===== config.mk =====
export PLATFORM = sky130hd
export DESIGN_NAME = otg_srp_seq
export DESIGN_NICKNAME = d
export VERILOG_FILES = /design/src/rtl/otg_srp_pkg.sv /design/src/rtl/srp_tick_timer.sv /design/src/rtl/srp_irq_flags.sv /design/src/rtl/otg_srp_seq.sv
export SDC_FILE = /design/constraint.sdc
export NUM_CORES = 1
export LEC_CHECK = 0
export BUFFER_PORTS_ARGS = -buffer_cell sky130_fd_sc_hd__buf_2
export CAP_MARGIN = 20
export CORE_MARGIN = 2
export CORE_UTILIZATION = 30
export DETAILED_ROUTE_END_ITERATION = 10
export GPL_TIMING_DRIVEN = 0
export SLEW_MARGIN = 5
export SYNTH_ARGS = -nofsm -noshare
export SYNTH_HDL_FRONTEND = slang
export SYNTH_SLANG_ARGS = --single-unit

===== constraint.sdc =====
create_clock -name clk -period 2.6 [get_ports clk]
set_clock_uncertainty 0.05 [all_clocks]
set_input_delay 0.13 -clock clk [delete_from_list [all_inputs] [get_ports clk]]
set_output_delay 0.13 -clock clk [all_outputs]
set_load 0.03 [all_outputs]

===== src/rtl/otg_srp_pkg.sv =====
// Shared state encoding and flag bit positions for the session request sequencer.
package otg_srp_pkg;

    typedef enum logic [2:0] {
        ST_MON    = 3'd0,
        ST_SUSP   = 3'd1,
        ST_SE0Q   = 3'd2,
        ST_DPULSE = 3'd3,
        ST_VPULSE = 3'd4,
        ST_WAITV  = 3'd5,
        ST_CONN   = 3'd6
    } srp_state_e;

    localparam int FLAG_W     = 4;
    localparam int FLG_ESUSP  = 0;
    localparam int FLG_SUSP   = 1;
    localparam int FLG_OK     = 2;
    localparam int FLG_FAIL   = 3;

endpackage


===== src/rtl/srp_tick_timer.sv =====
// Millisecond interval counter.
// Counts strobes while enabled, saturates at all ones, and returns to zero on clear.
// Assumes: clear takes priority over a step in the same cycle.
module srp_tick_timer #(
    parameter int CW = 4
) (
    input  logic          clk,
    input  logic          rst_n,
    input  logic          clr,
    input  logic          step,
    output logic [CW-1:0] cnt
);

    localparam logic [CW-1:0] CNT_MAX = {CW{1'b1}};

    // Purpose: advance, hold or clear the tick count.
    always_ff @(posedge clk) begin
        if (!rst_n || clr) begin
            cnt <= '0;
        end else if (step && cnt != CNT_MAX) begin
            cnt <= cnt + 1'b1;
        end
    end

    p_cnt_monotone_r5: assert property (@(posedge clk) disable iff (!rst_n)
        !$past(clr) |-> cnt >= $past(cnt));

    p_cnt_clear_r5: assert property (@(posedge clk) disable iff (!rst_n)
        $past(clr) && $past(rst_n) |-> cnt == '0);

endmodule


===== src/rtl/srp_irq_flags.sv =====
// Sticky status flag bank.
// A flag is set by its set pulse and cleared by a one on its clear bit.
// Assumes: set wins when set and clear meet in the same cycle.
module srp_irq_flags #(
    parameter int N = 4
) (
    input  logic         clk,
    input  logic         rst_n,
    input  logic [N-1:0] set,
    input  logic [N-1:0] clr,
    output logic [N-1:0] q
);

    for (genvar i = 0; i < N; i++) begin : g_flag
        // Purpose: hold one sticky flag bit.
        always_ff @(posedge clk) begin
            if (!rst_n) begin
                q[i] <= 1'b0;
            end else if (set[i]) begin
                q[i] <= 1'b1;
            end else if (clr[i]) begin
                q[i] <= 1'b0;
            end
        end

        p_flag_sticky_r9: assert property (@(posedge clk) disable iff (!rst_n)
            $past(q[i]) && !$past(clr[i]) |-> q[i]);

        p_flag_set_wins_r9: assert property (@(posedge clk) disable iff (!rst_n)
            $past(set[i]) |-> q[i]);
    end

endmodule


===== src/rtl/otg_srp_seq.sv =====
// B-device session request sequencer.
// Flow: monitor idle -> suspend (discharge) -> SE0 qualification -> D+ pulse
// -> VBUS pulse -> wait for VBUS valid -> connected, or time out back to monitor.
// Assumes: ms_tick is a one-cycle strobe; all inputs are synchronous to clk;
// SUSP_TICKS > EARLY_TICKS; every interval is at least one tick.
module otg_srp_seq #(
    parameter int EARLY_TICKS = 3,
    parameter int SUSP_TICKS  = 6,
    parameter int SE0_TICKS   = 2,
    parameter int DP_TICKS    = 7,
    parameter int VB_TICKS    = 20,
    parameter int TMO_TICKS   = 5000
) (
    input  logic       clk,
    input  logic       rst_n,
    input  logic       ms_tick,
    input  logic       srp_capable,
    input  logic       line_idle,
    input  logic       line_se0,
    input  logic       vbus_valid,
    input  logic       b_valid,
    input  logic       sess_end,
    input  logic [3:0] flag_clr,
    output logic       dischrg_vbus,
    output logic       chrg_vbus,
    output logic       dp_pullup_en,
    output logic [3:0] irq_flags
);

    import otg_srp_pkg::*;

    localparam int M1   = (SUSP_TICKS > SE0_TICKS) ? SUSP_TICKS : SE0_TICKS;
    localparam int M2   = (DP_TICKS > VB_TICKS) ? DP_TICKS : VB_TICKS;
    localparam int M3   = (M1 > M2) ? M1 : M2;
    localparam int MAXT = (M3 > TMO_TICKS) ? M3 : TMO_TICKS;
    localparam int CW   = $clog2(MAXT + 1);

    localparam logic [CW-1:0] C_EARLY = CW'(EARLY_TICKS);
    localparam logic [CW-1:0] C_SUSP  = CW'(SUSP_TICKS);
    localparam logic [CW-1:0] C_SE0   = CW'(SE0_TICKS);
    localparam logic [CW-1:0] C_DP    = CW'(DP_TICKS);
    localparam logic [CW-1:0] C_VB    = CW'(VB_TICKS);
    localparam logic [CW-1:0] C_TMO   = CW'(TMO_TICKS);

    srp_state_e          state, nxt;
    logic [CW-1:0]       cnt;
    logic                cnt_clr;
    logic                cnt_step;
    logic [FLAG_W-1:0]   flag_set;

    // Purpose: interval timer shared by all timed states.
    srp_tick_timer #(.CW(CW)) u_timer (
        .clk   (clk),
        .rst_n (rst_n),
        .clr   (cnt_clr),
        .step  (cnt_step),
        .cnt   (cnt)
    );

    // Purpose: sticky status flags with write-one-to-clear.
    srp_irq_flags #(.N(FLAG_W)) u_flags (
        .clk   (clk),
        .rst_n (rst_n),
        .set   (flag_set),
        .clr   (flag_clr),
        .q     (irq_flags)
    );

    // Purpose: register the sequencer state.
    always_ff @(posedge clk) begin
        if (!rst_n) begin
            state <= ST_MON;
        end else begin
            state <= nxt;
        end
    end

    // Purpose: next state, timer control and flag set pulses.
    always_comb begin
        nxt      = state;
        cnt_step = ms_tick;
        cnt_clr  = 1'b0;
        flag_set = '0;
        unique case (state)
            ST_MON: begin
                if (!line_idle) begin
                    cnt_clr = 1'b1;
                end else begin
                    if (cnt >= C_EARLY) flag_set[FLG_ESUSP] = 1'b1;
                    if (cnt >= C_SUSP) begin
                        flag_set[FLG_SUSP] = 1'b1;
                        nxt = ST_SUSP;
                    end
                end
            end
            ST_SUSP: begin
                cnt_step = 1'b0;
                if (srp_capable && sess_end) nxt = ST_SE0Q;
            end
            ST_SE0Q: begin
                if (!srp_capable || !sess_end) begin
                    nxt = ST_SUSP;
                end else if (!line_se0) begin
                    cnt_clr = 1'b1;
                end else if (cnt >= C_SE0) begin
                    nxt = ST_DPULSE;
                end
            end
            ST_DPULSE: begin
                if (cnt >= C_DP) nxt = ST_VPULSE;
            end
            ST_VPULSE: begin
                if (vbus_valid) begin
                    flag_set[FLG_OK] = 1'b1;
                    nxt = ST_CONN;
                end else if (cnt >= C_VB) begin
                    nxt = ST_WAITV;
                end
            end
            ST_WAITV: begin
                if (vbus_valid) begin
                    flag_set[FLG_OK] = 1'b1;
                    nxt = ST_CONN;
                end else if (cnt >= C_TMO) begin
                    flag_set[FLG_FAIL] = 1'b1;
                    nxt = ST_MON;
                end
            end
            ST_CONN: begin
                cnt_step = 1'b0;
                if (!b_valid) nxt = ST_MON;
            end
            default: nxt = ST_MON;
        endcase
        if (nxt != state) cnt_clr = 1'b1;
    end

    // Purpose: decode PHY requests from the registered state.
    always_comb begin
        dischrg_vbus = (state == ST_SUSP);
        chrg_vbus    = (state == ST_VPULSE);
        dp_pullup_en = (state == ST_DPULSE) || (state == ST_CONN);
    end

    p_no_overlap_r6: assert property (@(posedge clk) disable iff (!rst_n)
        !(chrg_vbus && dp_pullup_en) && !(chrg_vbus && dischrg_vbus));

    p_start_gated_r4: assert property (@(posedge clk) disable iff (!rst_n)
        (state == ST_DPULSE) && ($past(state) == ST_SE0Q)
        |-> $past(srp_capable && sess_end && line_se0));

    p_fail_quiet_r8: assert property (@(posedge clk) disable iff (!rst_n)
        $rose(irq_flags[FLG_FAIL]) |-> !chrg_vbus && !dp_pullup_en && !dischrg_vbus);

    p_discharge_flagged_r3: assert property (@(posedge clk) disable iff (!rst_n)
        $rose(dischrg_vbus) |-> irq_flags[FLG_SUSP]);

    p_connect_flagged_r7: assert property (@(posedge clk) disable iff (!rst_n)
        (state == ST_CONN) && ($past(state) != ST_CONN) |-> irq_flags[FLG_OK]);

endmodule


==> flow_summary.json, run 1 <==
{
  "rsz0062_at_grt": "false",
  "first_global_vias": 1177,
  "syn-mean-instance-area_um2": 8.80,
  "critical_path_class": "reg -> reg",
  "cap_violations": 0,
  "cts_made_buffers": 3,
  "post_cts_buffers": 0,
  "setup_slack_ns": 0.178,
  "worst_setup_path_start_kind": "flip-flop",
  "crit_path_end_kind": "flip-flop",
  "cts_resized": 0,
  "synth_top_area_share_pct": 29.7,
  "syn_nets": 168,
  "setup_viol": 0,
  "cts_tree": "done",
  "finalSetupTns_ns": 0,
  "grtUsageTotal_pct": 13.3,
  "synthTopCellsByCount": "dfxtp_1 (20), nor3_2 (10), nor2_1 (9)",
  "grt_overflow": 0,
  "diodes": 0,
  "first_iter_violations": 46,
  "synth_top_area_cell": "dfxtp_1",
  "die-height_um": 71.0,
  "cp.arrival_ns": 2.53,
  "relSlewSlack_pct": 52.2,
  "synthFlopType": "dfxtp_1",
  "grt_pass1_wl_um": 5430,
  "leakagePower_nw": 0.574,
  "p_per_area_nw_per_um2": 380,
  "vias_per_cell": 5.25,
  "rows": 24,
  "synth.distinct_cells": 50,
  "io_buffers": 19,
  "synthArstFlopShare_pct": 0,
  "vdd_ir_drop_max_mv": 0.162,
  "initial_core_util_pct": 31.1,
  "place_area_um2": 1510,
  "syn_area_um2": 1350,
  "core_area_um2": 4320,
  "htree_num_levels": 1,
  "syn_inst": 153,
  "area_delta_synth_final_pct": 16.0,
  "yosysMostFrequentCell": "dfxtp_1",
  "grt_max_degree": 12,
  "ctsHoldBuffers": 0,
  "fmax_mhz": 413,
  "grt_antenna_before_repair": 0,
  "yosys_warnings": 0,
  "fin_area_um2": 1560,
  "worst-path-max-fanout": 10,
  "routabilityCongestion": 0.836,
  "synth_area_leaders": "dfxtp_1 (30%), nor3_2 (7.4%), xnor2_1 (5.2%)",
  "clkTransAtPathRegs_ns": 0.08,
  "grt.busiest_layer": "met2",
  "period_share_pct": 93.1,
  "synth-edff-count": 0,
  "period_minus_slack_ns": 2.42,
  "finalMaxSlewViolations": 0,
  "io_pins": 20,
  "worst_hold_path_type": "in -> reg",
  "cts-root-buf": "clkbuf_8",
  "dp_hpwl_um": 2340,
  "globalRouteMet2Util_pct": 20.9,
  "firstDrtPassIters": 4,
  "ys_ff_latch": 20,
  "use_met3_pct": 2.28,
  "drtAntennaViolNets": 0,
  "grtUsageMet1_pct": 17.8,
  "die_x_um": 71.0,
  "cp.required_ns": 2.71,
  "fill_cells": 462,
  "num_vias": 1196,
  "layout.nets": 192,
  "yosysSeqAreaShare_pct": 29.7,
  "cts.sinks": 20,
  "finalHoldViolations": 0,
  "status": "completed",
  "die_area_um2": 5040,
  "pre_cts_ws_ns": 0.228,
  "worst_pin_slew_ns": 0.712,
  "routed_wl_um": 3120,
  "drive_above_1_share_pct": 25.6,
  "clockBufferDepth": 2,
  "drc_errors": 0,
  "avgRoutedWirePerCell_um": 13.7,
  "clk_latency_ns": 0.26
}
-- flip-flops by register name, summed over array words and instances, names as in the netlist --
| name | cells |
|---|---|
| u_timer.cnt | 13 |
| u_flags.q | 4 |
| state | 3 |
-- final timing paths --
kind / depth (start not counted) / end / from / slack, ns
worst min register to register: 2 / u_flags.q[0] / u_flags.q[0] / 0.43
worst max-delay path: 6 / u_timer.cnt[1] / u_timer.cnt[7] / 0.18
worst min-delay path: 3 / u_flags.q[0] / flag_clr[0] / 0.07
worst max register to register: 6 / u_timer.cnt[1] / u_timer.cnt[7] / 0.18
-- logic make-up after synthesis --
group	share of synthesized area, %
adder cells (fa/ha/maj)	1.86
flip-flops	29.7
AO/OA/AOI/OAI	22.7
AND/OR/NAND/NOR	32.2
buffers and inverters	6.23
multiplexers	0.744
XOR/XNOR	6.51
-- area by class of cell --
type	count	area, um^2	share of cell area, %
Buffer	8	53.8	3.45
Inverter	8	30.0	1.92
Clock buffer	4	55.1	3.53
Tap cell	52	65.1	4.17
Sequential cell	20	400	25.6
Timing Repair Buffer	19	95.1	6.09
Multi-Input combinational cell	117	862	55.2
-- routing by layer --
metal,up-vias,routed length (um)
li1,614,-
met1,560,1550
met2,16,1430
met3,6,66
met4,0,73
met5,-,0
-- power by group --
part | leakage, nW | switching (W) | internal, W | total (W)
combinational | 0.384 | 0.0000216 | 0.0000172 | 0.0000388
sequential | 0.161 | 0.00000135 | 0.000307 | 0.000308
clock | 0.0288 | 0.000111 | 0.000135 | 0.000246
-- cell usage in the layout (no fill, tap or decap), drive strengths merged, types with 6 or more instances in the layout --
master and instances:
buf 25, dfxtp 20, nor3 14, nor2 9
inv 8, xnor2 8, nand2b 7, nand2 7
nand3 7, clkbuf 6
-- critical path, stage by stage (launching register included) --
cell	delay [ns]
dfxtp_1	0.37
nor4_1	0.41
nand3_1	0.34
or4_4	0.63
a31oi_4	0.25
buf_6	0.21
nor3_2	0.06
-- metrics by stage --
stage,util (%),power [W],hold WS (ns),instances
after floorplan,-,0.000338,0.197,153
after detailed placement,34.8,0.000354,0.360,224
final,36.1,0.000593,0.0728,228
after CTS,36.1,0.000599,0.0754,228
after global routing,36.1,0.000618,0.102,228
after global placement,34.8,0.000354,0.350,224
(Power assumes the default switching activity.)
==> inputs of run 2 (changes only) <==
- HOLD_SLACK_MARGIN: default -> 0.12
- PLACE_DENSITY_LB_ADDON: default -> 0.25
==> flow_summary.json, run 2 (synthesis gave the netlist of run 1 again) <==
{
  "power_w": 0.000551,
  "layout_common_cells": "buf_2 (20), dfxtp_1 (20), nor3_2 (10), nor2_1 (9)",
  "leakagePower_nw": 0.582,
  "cp.required_ns": 2.72,
  "die_area_um2": 5040,
  "die_x_um": 71.0,
  "power_frac_comb_pct": 7.7,
  "grt_overflow": 0,
  "cp_num_buf_inv": 1,
  "p_per_area_nw_per_um2": 346,
  "worst_hold_path_type": "in -> reg",
  "routabilityCongestion": 0.873,
  "diodes": 0,
  "drc_errors": 0,
  "die-height_um": 71.0,
  "reg_top3": "u_timer.cnt x13, u_flags.q x4, state x3",
  "drive_above_1_share_pct": 25.8,
  "power_frac_seq_pct": 56.0,
  "grt_antenna_before_repair": 0,
  "drtAntennaViolNets": 0,
  "largest_reg_flops": 13,
  "period_minus_slack_ns": 2.34,
  "worst_pin_slew_ns": 0.702,
  "initial_core_util_pct": 31.1,
  "io_pins": 20,
  "setup_viol": 0,
  "fmax_mhz": 427,
  "htree_num_levels": 1,
  "post_cts_buffers": 0,
  "worst-path-max-fanout": 9,
  "critical_path_class": "reg -> reg",
  "clkTransAtPathRegs_ns": 0.07,
  "switching_share_pct": 21.8,
  "largest-register": "u_timer.cnt",
  "crit_path_end_kind": "flip-flop",
  "layout.nets": 195,
  "area_delta_synth_final_pct": 18.1,
  "seq_area_um2": 400,
  "cts.sinks": 20,
  "cp.arrival_ns": 2.46,
  "relSlewSlack_pct": 52.8,
  "cap_violations": 0,
  "status": "completed",
  "period_share_pct": 90.1,
  "path_cells": "ha_1 -> nand3_1 -> nor4_2 -> nand2b_1 -> buf_2 -> o31ai_1 -> a211oi_1",
  "num_vias": 1236,
  "cts_tree": "done",
  "critPathTopFamily": "simple AND/OR/NAND/NOR gates",
  "pre_cts_ws_ns": 0.165,
  "finalMaxSlewViolations": 0,
  "io_buffers": 19,
  "clk_latency_ns": 0.26,
  "cts_made_buffers": 3,
  "grtUsageTotal_pct": 13.8,
  "slowest_stage": "nor4_2",
  "first_global_vias": 1216,
  "routed_wl_um": 3250,
  "rows": 24,
  "grt_max_degree": 11,
  "dp_hpwl_um": 2460,
  "clockBufferDepth": 2,
  "grt_pass1_wl_um": 5660,
  "first_iter_violations": 74,
  "p_int_w": 0.000431,
  "vdd_ir_drop_max_mv": 0.135,
  "multi_input_comb_area_um2": 875,
  "setup_slack_ns": 0.256,
  "whs_ns": 0.128,
  "cts-root-buf": "clkbuf_8",
  "finalHoldViolations": 0,
  "finalSetupTns_ns": 0,
  "firstDrtPassIters": 4,
  "avgRoutedWirePerCell_um": 14.1,
  "p_sw_w": 0.000120,
  "worst_setup_path_start_kind": "flip-flop",
  "core_area_um2": 4320,
  "cpPeakStageDelay_ns": 0.65,
  "vias_per_cell": 5.37,
  "rsz0062_at_grt": "false",
  "fill_cells": 466,
  "p_clk_share_pct": 36.3
}
## run 2: worst paths after layout
kind	to	slack [ns]	start	depth (start not counted)
setup / recovery	u_timer.cnt[8]	0.26	u_timer.cnt[1]	7
hold / removal	state[1]	0.13	rst_n	2
setup reg to reg	u_timer.cnt[8]	0.26	u_timer.cnt[1]	7
hold reg to reg	u_flags.q[3]	0.43	u_flags.q[3]	2
## run 2: power groups by stage
stage | Sequential (W) | Combinational, W | Clock (W)
2_1_floorplan | 0.000315 | 0.0000221 | 0
3_3_place_gp | 0.000316 | 0.0000375 | 0
3_5_place_dp | 0.000316 | 0.0000389 | 0
4_1_cts | 0.000309 | 0.0000426 | 0.000210
5_1_grt | 0.000309 | 0.0000477 | 0.000223
6_report | 0.000309 | 0.0000423 | 0.000200
## run 2: layer usage
layer  up-vias  GRT usage, %  wire length (um)
met5         -             0                 0
met4         0          3.14                38
met3         6          3.13               184
met2        32          22.9              1550
met1       579          18.2              1480
li1        619             -                 -
## run 2: repair_timing
item,CTS,global route
endpoints found under the setup margin,0,10
resized for setup,0,2
hold buffers,3,0
hold endpoints to repair,3,0
## run 2: worst register-to-register path, cell delays in order (launching register included)
cell      delay [ns]
dfxtp_1         0.43
ha_1            0.31
nand3_1         0.15
nor4_2          0.65
nand2b_1        0.18
buf_2           0.17
o31ai_1         0.09
a211oi_1        0.22
## run 2: layout make-up
| class | count | area share [%] |
|---|---|---|
| Buffer | 8 | 3.38 |
| Clock buffer | 3 | 2.60 |
| Inverter | 8 | 1.89 |
| Multi-Input combinational cell | 117 | 55.0 |
| Sequential cell | 20 | 25.2 |
| Tap cell | 52 | 4.09 |
| Timing Repair Buffer | 22 | 7.87 |
## run 2: stage by stage
step	area (um^2)	cells	utilization, %
CTS	1580	230	36.5
floorplan	1350	153	-
global route	1590	230	36.8
global placement	1510	224	34.8
finish	1590	230	36.8
detailed placement	1510	224	34.8
==> inputs of run 3 (changes only) <==
- GPL_TIMING_DRIVEN: 0 -> default
==> flow_summary.json, run 3 (synthesis gave the netlist of run 1 again) <==
{
  "place_area_um2": 1500,
  "drtAntennaViolNets": 0,
  "largest_reg_flops": 13,
  "firstDrtPassIters": 4,
  "area_delta_synth_final_pct": 17.0,
  "clkTransAtPathRegs_ns": 0.07,
  "dp_hpwl_um": 2520,
  "die_area_um2": 5040,
  "setup_viol": 0,
  "critical_path_class": "reg -> reg",
  "grt_antenna_before_repair": 0,
  "dp_cells": 222,
  "reg_top3": "u_timer.cnt x13, u_flags.q x4, state x3",
  "die-height_um": 71.0,
  "cts-root-buf": "clkbuf_8",
  "path_cells": "nor4_1 -> nand3_1 -> or4_4 -> a31oi_4 -> buf_4 -> a211oi_1",
  "layout_commonest_cell": "dfxtp_1",
  "fin_area_um2": 1580,
  "grt_pass1_wl_um": 5460,
  "routabilityCongestion": 0.802,
  "r2r-start": "u_timer.cnt[7]",
  "cts_tree": "done",
  "grt_overflow": 0,
  "cts_made_buffers": 3,
  "vdd_ir_drop_max_mv": 0.312,
  "largest-register": "u_timer.cnt",
  "core_area_um2": 4320,
  "worst_pin_slew_ns": 0.487,
  "whs_ns": 0.123,
  "htree_num_levels": 1,
  "period_minus_slack_ns": 2.36,
  "cpPeakStageDelay_ns": 0.61,
  "leakagePower_nw": 0.585,
  "io_buffers": 19,
  "power_frac_seq_pct": 55.9,
  "finalHoldViolations": 0,
  "routed_wl_um": 3340,
  "power_frac_comb_pct": 7.4,
  "status": "completed",
  "worst_hold_path_type": "in -> reg",
  "switching_share_pct": 22.2,
  "worst_setup_path_start_kind": "flip-flop",
  "final_util_pct": 36.4,
  "p_per_area_nw_per_um2": 351,
  "cap_violations": 0,
  "drc_errors": 0,
  "cp.required_ns": 2.68,
  "diodes": 0,
  "layout_common_cells": "dfxtp_1 (20), buf_2 (19), nor3_2 (10), nor2_1 (9)",
  "avgRoutedWirePerCell_um": 14.7,
  "vias_per_cell": 5.35,
  "min_path_cells": 2,
  "fmax_mhz": 423,
  "rsz0062_at_grt": "false",
  "fill_cells": 465,
  "clk_latency_ns": 0.26,
  "cts.sinks": 20,
  "die_x_um": 71.0,
  "worst-path-max-fanout": 13,
  "period_share_pct": 90.9,
  "first_global_vias": 1146,
  "slowest_stage": "or4_4",
  "initial_core_util_pct": 31.1,
  "r2r_cells": 6,
  "finalSetupTns_ns": 0,
  "crit_path_end_kind": "flip-flop",
  "p_clk_share_pct": 36.7,
  "reg2reg_to": "u_timer.cnt[8]",
  "rows": 24,
  "post_cts_buffers": 0,
  "hold_end": "state[1]",
  "p_sw_w": 0.000123,
  "io_pins": 20,
  "layout.nets": 193,
  "r2r_setup_slack_ns": 0.24,
  "p_int_w": 0.000430,
  "grt_max_degree": 14,
  "relSlewSlack_pct": 67.5,
  "clockBufferDepth": 2,
  "cp.arrival_ns": 2.44,
  "num_vias": 1219,
  "finalMaxSlewViolations": 0,
  "min_from": "rst_n",
  "drive_above_1_share_pct": 26.7,
  "fin_cells": 228,
  "grtUsageTotal_pct": 13.6,
  "first_iter_violations": 63
}
==> run 3: cell types whose count changed in the layout (fill, tap and decap cells not counted), sizes merged <==
cell / change
clkbuf: -2
==> run 3: metal layers <==
metal,vias up,global-route usage (%),part of all wire [%]
li1,618,-,-
met1,555,18.6,49
met2,44,21.9,43
met3,2,3.85,7.0
met4,0,1.68,0.36
met5,-,0,0
==> run 3: worst max-delay path, delay by kind of cell (launching register included) <==
| family | cells | cell delay, ns |
|---|---|---|
| compound gates | 2 | 0.24 |
| buf+inv | 1 | 0.26 |
| flops | 1 | 0.37 |
| simple gates | 3 | 1.30 |
==> run 3: cell type report <==
cell class / instances / area (um^2) / area share (%)
Clock buffer: 3 / 41.3 / 2.62
Inverter: 8 / 30.0 / 1.91
Multi-Input combinational cell: 117 / 868 / 55.1
Sequential cell: 20 / 400 / 25.4
Tap cell: 52 / 65.1 / 4.13
Timing Repair Buffer: 28 / 170 / 10.8
==> run 3: worst max path at each step <==
stage                     slack, ns              end            from  cells after the start
after floorplan                0.51  u_timer.cnt[11]  u_timer.cnt[3]                      7
after global placement         0.24   u_timer.cnt[8]  u_timer.cnt[7]                      6
after detailed placement       0.26   u_timer.cnt[8]  u_timer.cnt[7]                      6
after CTS                      0.24   u_timer.cnt[8]  u_timer.cnt[7]                      6
after global routing           0.07   u_timer.cnt[0]  u_timer.cnt[7]                      6
final                          0.24   u_timer.cnt[8]  u_timer.cnt[7]                      6
==> run 3: what timing repair did <==
action                                  in CTS  in global routing
endpoints found under the hold margin        3                  0
resized for setup                            0                  1
hold buffers                                 3                  0
endpoints found under the setup margin       0                  1
==> run 3: stage by stage <==
stage	setup slack, ns	total power [W]
finish	0.237	0.000552
global route	0.0705	0.000581
CTS	0.239	0.000563
detailed placement	0.262	0.000353
global placement	0.236	0.000352
floorplan	0.512	0.000338
==> run 3: power by group through the flow <==
stage | Clock [W] | Combinational (W) | Sequential, W
final | 0.000203 | 0.0000410 | 0.000309
after global routing | 0.000227 | 0.0000452 | 0.000309
after CTS | 0.000213 | 0.0000410 | 0.000308
after detailed placement | 0 | 0.0000374 | 0.000316
after global placement | 0 | 0.0000365 | 0.000316
after floorplan | 0 | 0.0000221 | 0.000315
